[config.mk]
export PLATFORM = sky130hd
export DESIGN_NAME = i2c_host_ctrl
export DESIGN_NICKNAME = d
export VERILOG_FILES = /design/src/rtl/i2c_host_pkg.sv /design/src/rtl/i2c_host_tick.sv /design/src/rtl/i2c_host_engine.sv /design/src/rtl/i2c_host_ctrl.sv
export SDC_FILE = /design/constraint.sdc
export NUM_CORES = 1
export LEC_CHECK = 0
export BUFFER_PORTS_ARGS = -buffer_cell sky130_fd_sc_hd__buf_2
export CORE_UTILIZATION = 54
export DETAILED_ROUTE_END_ITERATION = 16
export HOLD_SLACK_MARGIN = 0.15
export PLACE_DENSITY = 0.74
export SETUP_SLACK_MARGIN = 0.5
export SYNTH_ARGS = -nofsm -noshare
export SYNTH_HDL_FRONTEND = slang
export SYNTH_SLANG_ARGS = --single-unit
[constraint.sdc]
create_clock -name clk -period 2.4 [get_ports clk]
set_clock_uncertainty 0.15 [all_clocks]
set_input_delay 0.12 -clock clk [delete_from_list [all_inputs] [get_ports clk]]
set_output_delay 0.12 -clock clk [all_outputs]
set_load 0.05 [all_outputs]
[src/rtl/i2c_host_pkg.sv]
package i2c_host_pkg;

    localparam logic [2:0] ADR_OWN  = 3'd0;
    localparam logic [2:0] ADR_DIV  = 3'd1;
    localparam logic [2:0] ADR_CTRL = 3'd2;
    localparam logic [2:0] ADR_STAT = 3'd3;
    localparam logic [2:0] ADR_DATA = 3'd4;

    localparam int CB_EN   = 7;
    localparam int CB_IEN  = 6;
    localparam int CB_MSEL = 5;
    localparam int CB_TXM  = 4;
    localparam int CB_NACK = 3;
    localparam int CB_RPT  = 2;

    localparam int SB_DONE = 7;
    localparam int SB_BUSY = 5;
    localparam int SB_ARB  = 4;
    localparam int SB_FLAG = 1;

    typedef enum logic [2:0] {
        OP_START, OP_RSTART, OP_STOP, OP_TX, OP_RX
    } eng_op_e;

    typedef struct packed {
        eng_op_e    op;
        logic [7:0] data;
        logic       nack;
    } eng_cmd_t;

    typedef enum logic [3:0] {
        ST_IDLE, ST_START, ST_HOLD, ST_BLO, ST_BHI, ST_ALO, ST_AHI,
        ST_RSA, ST_RSB, ST_SPA, ST_SPB, ST_SPC
    } eng_state_e;

    function automatic logic [7:0] eff_half(input logic [7:0] d);
        return (d == 8'd0) ? 8'd1 : d;
    endfunction

endpackage

[src/rtl/i2c_host_tick.sv]
module i2c_host_tick
    import i2c_host_pkg::*;
#(
    parameter int DIV_W = 6
) (
    input  logic             clk,
    input  logic             rst,
    input  logic             clr,
    input  logic [DIV_W-1:0] div,
    output logic             tick
);
    localparam int CW = DIV_W + 1;

    logic [CW-1:0] cnt;
    logic [CW-1:0] lim;

    assign lim  = (div == '0) ? CW'(1) : CW'(div);
    assign tick = (cnt >= lim);

    always_ff @(posedge clk) begin
        if (rst || clr || tick) cnt <= '0;
        else                    cnt <= cnt + CW'(1);
    end

    // every half period lasts at least two clocks
    assert_tick_spacing_R4: assert property (@(posedge clk) disable iff (rst)
        tick |=> !tick);

endmodule

[src/rtl/i2c_host_engine.sv]
module i2c_host_engine
    import i2c_host_pkg::*;
(
    input  logic       clk,
    input  logic       rst,
    input  logic       tick,
    input  logic       cmd_valid,
    input  eng_cmd_t   cmd,
    input  logic       sda_in,
    output logic       cmd_take,
    output logic       done,
    output logic       done_rx,
    output logic       arb_lost,
    output logic       ack_bit,
    output logic [7:0] rx_byte,
    output logic       scl_low,
    output logic       sda_low
);
    eng_state_e state;
    logic [7:0] shreg;
    logic [2:0] bitcnt;
    logic       is_tx;
    logic       nack_q;
    logic       hold_low;
    logic       sda_want;

    assign cmd_take = cmd_valid && (state == ST_IDLE || state == ST_HOLD);
    assign rx_byte  = shreg;

    always_comb begin
        scl_low  = 1'b0;
        sda_want = 1'b0;
        unique case (state)
            ST_IDLE:  begin scl_low = 1'b0; sda_want = 1'b0; end
            ST_START: begin scl_low = 1'b0; sda_want = 1'b1; end
            ST_HOLD:  begin scl_low = 1'b1; sda_want = hold_low; end
            ST_BLO:   begin scl_low = 1'b1; sda_want = is_tx & ~shreg[7]; end
            ST_BHI:   begin scl_low = 1'b0; sda_want = is_tx & ~shreg[7]; end
            ST_ALO:   begin scl_low = 1'b1; sda_want = ~is_tx & ~nack_q; end
            ST_AHI:   begin scl_low = 1'b0; sda_want = ~is_tx & ~nack_q; end
            ST_RSA:   begin scl_low = 1'b1; sda_want = 1'b0; end
            ST_RSB:   begin scl_low = 1'b0; sda_want = 1'b0; end
            ST_SPA:   begin scl_low = 1'b1; sda_want = 1'b1; end
            ST_SPB:   begin scl_low = 1'b0; sda_want = 1'b1; end
            ST_SPC:   begin scl_low = 1'b0; sda_want = 1'b0; end
            default:  begin scl_low = 1'b0; sda_want = 1'b0; end
        endcase
    end

    always_ff @(posedge clk) begin
        if (rst) begin
            state    <= ST_IDLE;
            shreg    <= '0;
            bitcnt   <= '0;
            is_tx    <= 1'b0;
            nack_q   <= 1'b0;
            hold_low <= 1'b0;
            sda_low  <= 1'b0;
            done     <= 1'b0;
            done_rx  <= 1'b0;
            arb_lost <= 1'b0;
            ack_bit  <= 1'b0;
        end else begin
            done     <= 1'b0;
            arb_lost <= 1'b0;
            sda_low  <= sda_want;
            if (cmd_take) begin
                unique case (cmd.op)
                    OP_START:  if (state == ST_IDLE) state <= ST_START;
                    OP_RSTART: if (state == ST_HOLD) state <= ST_RSA;
                    OP_STOP:   if (state == ST_HOLD) state <= ST_SPA;
                    OP_TX, OP_RX: if (state == ST_HOLD) begin
                        state  <= ST_BLO;
                        bitcnt <= '0;
                        is_tx  <= (cmd.op == OP_TX);
                        nack_q <= cmd.nack;
                        shreg  <= (cmd.op == OP_TX) ? cmd.data : 8'h00;
                    end
                    default: ;
                endcase
            end else if (tick) begin
                unique case (state)
                    ST_START: begin state <= ST_HOLD; hold_low <= sda_want; end
                    ST_BLO:   state <= ST_BHI;
                    ST_BHI: begin
                        if (is_tx && shreg[7] && !sda_in) begin
                            arb_lost <= 1'b1;
                            state    <= ST_IDLE;
                        end else begin
                            shreg  <= is_tx ? {shreg[6:0], 1'b0} : {shreg[6:0], sda_in};
                            bitcnt <= bitcnt + 3'd1;
                            state  <= (bitcnt == 3'd7) ? ST_ALO : ST_BLO;
                        end
                    end
                    ST_ALO:   state <= ST_AHI;
                    ST_AHI: begin
                        if (is_tx) ack_bit <= sda_in;
                        done     <= 1'b1;
                        done_rx  <= ~is_tx;
                        hold_low <= sda_want;
                        state    <= ST_HOLD;
                    end
                    ST_RSA:   state <= ST_RSB;
                    ST_RSB:   state <= ST_START;
                    ST_SPA:   state <= ST_SPB;
                    ST_SPB:   state <= ST_SPC;
                    ST_SPC:   state <= ST_IDLE;
                    default: ;
                endcase
            end
        end
    end

    // SDA moves one clock after SCL, never together
    assert_edges_apart_R11: assert property (@(posedge clk) disable iff (rst)
        (scl_low != $past(scl_low)) |-> (sda_low == $past(sda_low)));

    // after a byte the clock is parked low
    assert_park_low_R6: assert property (@(posedge clk) disable iff (rst)
        done |-> scl_low);

    // a lost bus is let go at once
    assert_release_R10: assert property (@(posedge clk) disable iff (rst)
        arb_lost |-> !scl_low);

endmodule

[src/rtl/i2c_host_ctrl.sv]
module i2c_host_ctrl
    import i2c_host_pkg::*;
#(
    parameter int DIV_W = 6
) (
    input  logic       clk,
    input  logic       rst,
    input  logic [2:0] bus_addr,
    input  logic       bus_wr,
    input  logic       bus_rd,
    input  logic [7:0] bus_wdata,
    output logic [7:0] bus_rdata,
    output logic       irq,
    output logic       scl_oe,
    input  logic       scl_in,
    output logic       sda_oe,
    input  logic       sda_in
);
    logic [7:0] own_q, div_q, data_q;
    logic       en, ien, msel, txm, nack;
    logic       mcf, mif, mal, rxak, busy;
    logic       scl_q, sda_q;
    logic       pend_v;
    eng_cmd_t   pend;
    logic       issue;
    eng_cmd_t   issue_cmd;
    logic       tick, cmd_take, eng_done, eng_done_rx, eng_arb, eng_ack;
    logic [7:0] eng_rx;
    logic       scl_low, sda_low;
    logic       wr_ctrl, wr_data, rd_data;

    assign wr_ctrl = bus_wr && (bus_addr == ADR_CTRL);
    assign wr_data = bus_wr && (bus_addr == ADR_DATA);
    assign rd_data = bus_rd && (bus_addr == ADR_DATA);

    i2c_host_tick #(.DIV_W(DIV_W)) tick_i (
        .clk (clk),
        .rst (rst),
        .clr (cmd_take),
        .div (div_q[DIV_W-1:0]),
        .tick(tick)
    );

    i2c_host_engine eng_i (
        .clk      (clk),
        .rst      (rst),
        .tick     (tick),
        .cmd_valid(pend_v),
        .cmd      (pend),
        .sda_in   (sda_in),
        .cmd_take (cmd_take),
        .done     (eng_done),
        .done_rx  (eng_done_rx),
        .arb_lost (eng_arb),
        .ack_bit  (eng_ack),
        .rx_byte  (eng_rx),
        .scl_low  (scl_low),
        .sda_low  (sda_low)
    );

    assign scl_oe = scl_low;
    assign sda_oe = sda_low;
    assign irq    = ien & mif;

    // command decode from register traffic
    always_comb begin
        issue     = 1'b0;
        issue_cmd = '{op: OP_STOP, data: bus_wdata, nack: nack};
        if (wr_ctrl) begin
            if (!msel && bus_wdata[CB_MSEL] && bus_wdata[CB_EN]) begin
                issue = 1'b1; issue_cmd.op = OP_START;
            end else if (msel && !bus_wdata[CB_MSEL]) begin
                issue = 1'b1; issue_cmd.op = OP_STOP;
            end else if (msel && bus_wdata[CB_MSEL] && bus_wdata[CB_RPT]) begin
                issue = 1'b1; issue_cmd.op = OP_RSTART;
            end
        end else if (wr_data && msel && txm) begin
            issue = 1'b1; issue_cmd.op = OP_TX;
        end else if (rd_data && msel && !txm) begin
            issue = 1'b1; issue_cmd.op = OP_RX;
        end
    end

    always_ff @(posedge clk) begin
        if (rst) begin
            own_q <= '0; div_q <= '0; data_q <= '0;
            en <= 1'b0; ien <= 1'b0; msel <= 1'b0; txm <= 1'b0; nack <= 1'b0;
            mcf <= 1'b1; mif <= 1'b0; mal <= 1'b0; rxak <= 1'b0;
            pend_v <= 1'b0;
            pend   <= '{op: OP_STOP, data: 8'h00, nack: 1'b0};
        end else begin
            if (issue) begin
                pend_v <= 1'b1;
                pend   <= issue_cmd;
            end else if (cmd_take) begin
                pend_v <= 1'b0;
            end
            if (issue && (issue_cmd.op == OP_TX || issue_cmd.op == OP_RX)) mcf <= 1'b0;
            if (bus_wr) begin
                unique case (bus_addr)
                    ADR_OWN:  own_q <= bus_wdata;
                    ADR_DIV:  div_q <= bus_wdata;
                    ADR_CTRL: begin
                        en   <= bus_wdata[CB_EN];
                        ien  <= bus_wdata[CB_IEN];
                        txm  <= bus_wdata[CB_TXM];
                        nack <= bus_wdata[CB_NACK];
                        msel <= bus_wdata[CB_MSEL] && (msel || bus_wdata[CB_EN]);
                    end
                    ADR_STAT: begin
                        mif <= mif & bus_wdata[SB_FLAG];
                        mal <= mal & bus_wdata[SB_ARB];
                    end
                    ADR_DATA: data_q <= bus_wdata;
                    default: ;
                endcase
            end
            if (eng_done) begin
                mcf <= 1'b1;
                mif <= 1'b1;
                if (eng_done_rx) data_q <= eng_rx;
                else             rxak   <= eng_ack;
            end
            if (eng_arb) begin
                mcf    <= 1'b1;
                mif    <= 1'b1;
                mal    <= 1'b1;
                msel   <= 1'b0;
                pend_v <= 1'b0;
            end
        end
    end

    // bus condition monitor
    always_ff @(posedge clk) begin
        if (rst) begin
            scl_q <= 1'b1; sda_q <= 1'b1; busy <= 1'b0;
        end else begin
            scl_q <= scl_in;
            sda_q <= sda_in;
            if (scl_in && scl_q && sda_q && !sda_in)      busy <= 1'b1;
            else if (scl_in && scl_q && !sda_q && sda_in) busy <= 1'b0;
        end
    end

    always_comb begin
        unique case (bus_addr)
            ADR_OWN:  bus_rdata = own_q;
            ADR_DIV:  bus_rdata = div_q;
            ADR_CTRL: bus_rdata = {en, ien, msel, txm, nack, 3'b000};
            ADR_STAT: bus_rdata = {mcf, 1'b0, busy, mal, 2'b00, mif, rxak};
            ADR_DATA: bus_rdata = data_q;
            default:  bus_rdata = 8'h00;
        endcase
    end

    assert_flag_on_done_R6: assert property (@(posedge clk) disable iff (rst)
        eng_done |=> (mcf && mif));

    assert_arb_drops_master_R10: assert property (@(posedge clk) disable iff (rst)
        eng_arb |=> (!msel && mal));

    assert_no_start_without_enable_R3: assert property (@(posedge clk) disable iff (rst)
        (wr_ctrl && !msel && !bus_wdata[CB_EN]) |=> !msel);

endmodule

==> flow_summary_export.csv <==
group,metric,value,unit
setup_path,required,2.51,ns
setup_path,cp-start-kind,"flip-flop",
run_status,status,"finished clean",
place,dp.cells,600,
yosys,synthesis.area,4010,um^2
grt,grt-ovfl-total,0,
timing,setup_violations,0,
power,power_leakage,0.00191,uW
setup_path,path_class,"reg2reg",
timing,finalCriticalPeriod,2.17,ns
drt,vias,3880,
place,dp_hpwl,7.31,mm
timing,slew_headroom,60.8,%
drt,drt-initial-drc-count,333,
timing,fin_crit_sh,90.3,%
yosys,ys_seq_elements,79,
clock_network,cts_buffers,9,
clock_network,cts.htree.levels,3,
drt,drc,0,
final_layout,fin_area,5090,um^2
setup_path,critPathCaptureType,"flip-flop",
power,p_per_area,661,nW/um^2
place,place_area,4330,um^2
clock_network,cts_tree,"yes",
final_layout,area_delta_synth_final,27.0,%
die,core_area,7210,um^2
yosys,synth_top_area_cell,"dfxtp_1",
yosys,ys_seq_area_share,39.5,%
yosys,synthTopCellsByArea,"dfxtp_1 (39%), mux2i_1 (7.2%), nor2_1 (6.1%), a21oi_1 (5.9%), nand2_1 (4.5%)",
final_layout,drive_gt1_share,23.8,%
die,pin_count,28,
grt,grt_max_degree,37,
clock_network,clkLatencyLatePin,0.36,ns
yosys,synth_most_common_cell,"dfxtp_1",
grt,grt_pass1_vias,3512,
drt,met3WireLength,730,um
setup_path,worstPathArrival,2.28,ns
die,dieHeight,88.1,um
yosys,synth_ff_type,"dfxtp_1",
drt,dr.pass1.iters,5,
timing,report.final.slew_viol_count,0,
drt,wl_per_cell,17.6,um
final_layout,fillers,556,
grt,grt_antenna_before_repair,0,
drt,drt-total-wl,11.4,mm
power,ir_drop,0.000387,V
drt,wl_met2,5.35,mm
final_layout,num_antenna_cells,0,
worst_hold_path,hold_path_class,"in2reg",
timing,tns,0,ns
power,power,3360,uW
die,die_w,88.1,um
final_layout,final_cells,649,
setup_path,max_stage_delay,0.37,ns
yosys,syn_nets,515,
clock_network,clockBufferDepth,2,
die,initial_core_util,55.5,%
die,row_count,31,
yosys,yosysTopAreaCellShare,39.5,%
run,max_cap_viol_count,0,
grt,grt_pass1_wl,17.7,mm
yosys,ys_async_sr_fraction,0,%
drt,highest_layer,"met4",
place,io_buffers,27,
setup_path,crit_chain,"buf_6, inv_4, ha_4, a21o_1, a211o_4, a21o_4, a31oi_4, mux2_4",
grt,grt_usage,30.3,%
yosys,synth_edf_count,0,
final_layout,multi_input_area,2470,um^2
clock_network,cts.clk_slew.worst_paths,0.09,ns
yosys,synth_common_cells,"dfxtp_1 (79), nor2_1 (65), nand2_1 (48), a21oi_1 (47), o21ai_0 (31)",
yosys,netlist_instances,489,
setup_path,path_max_fanout,3,
yosys,synth_warnings,0,
place,finalWeightedCongestion,0.886,
yosys,synth_area_per_cell,8.19,um^2
die,fp.dieArea,7770,um^2
timing,hold_viol,0,
timing,fmaxAchievable,461,MHz
clock_network,cts_sinks,79,
yosys,yosysUniqueCellTypes,59,
setup_path,critPathSlowestCell,"a211o_4",
drt,ant_nets,0,
final_layout,regArea,1590,um^2
timing,rsz0062_at_grt,"true",
final_layout,fin_nets,571,
setup_path,regToRegSetupSlack,0.23,ns
timing,tightest_slew,0.588,ns
clock_network,cts-root-buf,"clkbuf_8",
drt,wl_met1,4.99,mm
drt,via_per_inst,5.98,
-- critical path: cells and delay by family (launching register included) --
| kind | cells | cell delay (ns) |
|---|---|---|
| AOI/OAI and AO/OA | 4 | 0.98 |
| DFF | 1 | 0.35 |
| muxes | 1 | 0.31 |
| adders and majority gates | 1 | 0.14 |
| buffers and inverters | 2 | 0.13 |
-- placed cells by master, fill, tap and decap left out, types with 3 or more instances in the layout --
cell	n
nor3b_1	4
mux2i_1	29
nand2_1	48
xor2_1	3
o21ai_2	6
o21ai_1	6
a22o_1	4
buf_2	24
o31ai_1	3
nor2_1	65
buf_4	29
nand4_1	3
ha_4	4
xnor2_1	3
a21oi_1	44
ha_1	5
a211oi_1	8
dlygate4sd3_1	15
nor2b_1	5
a31oi_1	6
and3_1	4
inv_1	13
clkbuf_8	9
dfxtp_1	72
dfxtp_2	6
and3b_1	4
a211o_1	7
o21ai_0	18
buf_6	11
nand3_1	19
-- state kept, by name, summed over array words and instances, names as in the netlist, 3 cells and up --
register       flops
tick_i.cnt         7
pend              12
data_q             8
div_q              8
eng_i.state        4
own_q              8
eng_i.rx_byte      8
eng_i.bitcnt       3
-- per-stage QoR --
step                hold WS, ns  worst slack (ns)  util, %
global placement          0.186             0.201     60.1
CTS                       0.199             0.231     68.8
floorplan                0.0738             0.244        -
detailed placement        0.192             0.134     60.1
global route              0.313             0.176     70.5
finish                    0.273             0.233     70.5
-- power breakdown --
part / switching (uW) / internal (uW) / total, uW
clock network: 506 / 589 / 1090
logic: 484 / 423 / 906
registers: 25.0 / 1340 / 1360
-- cell families after synthesis --
kind of cell / after synthesis / synth area share [%]
adders and majority gates: 9 / 2.81
and+or+nand+nor: 180 / 21.6
DFF: 79 / 39.5
muxes: 33 / 8.65
buffers and inverters: 51 / 5.31
xor gates and xnor gates: 6 / 1.31
AOI/OAI and AO/OA: 131 / 20.8
-- worst paths after layout --
check / from / to / cells past startpoint
worst max-delay path: div_q[3]$_SDFFE_PP0P_ / eng_i.state[1]$_SDFFE_PP0P_ / 8
worst min-delay path: bus_addr[1] / mif$_SDFFE_PP0P_ / 4
worst max register to register: div_q[3]$_SDFFE_PP0P_ / eng_i.state[1]$_SDFFE_PP0P_ / 8
worst min register to register: own_q[3]$_SDFFE_PP0P_ / own_q[3]$_SDFFE_PP0P_ / 2
-- cell type report --
type | instances | share of cell area (%)
multi-input combinational | 359 | 48.5
sequential | 79 | 31.3
timing repair buffer | 80 | 12.3
clock buffer | 11 | 2.58
tap | 99 | 2.43
clock inverter | 5 | 1.60
inverter | 16 | 1.28
-- what timing repair did --
item                                    in CTS  in global routing
setup buffers                                9                  5
gates cloned                                 2                  1
hold buffers                                16                  0
endpoints found under the hold margin       54                  0
endpoints found under the setup margin      29                 32
gates resized for setup                     40                 27
pin swaps                                   14                 14
-- routing by layer --
| metal | track usage (%) | vias to the layer above |
|---|---|---|
| met4 | 13.2 | 0 |
| li1 | - | 1846 |
| met2 | 47.9 | 169 |
| met3 | 6.13 | 28 |
| met1 | 40.2 | 1837 |
| met5 | 0 | - |
(Power assumes the default switching activity.)
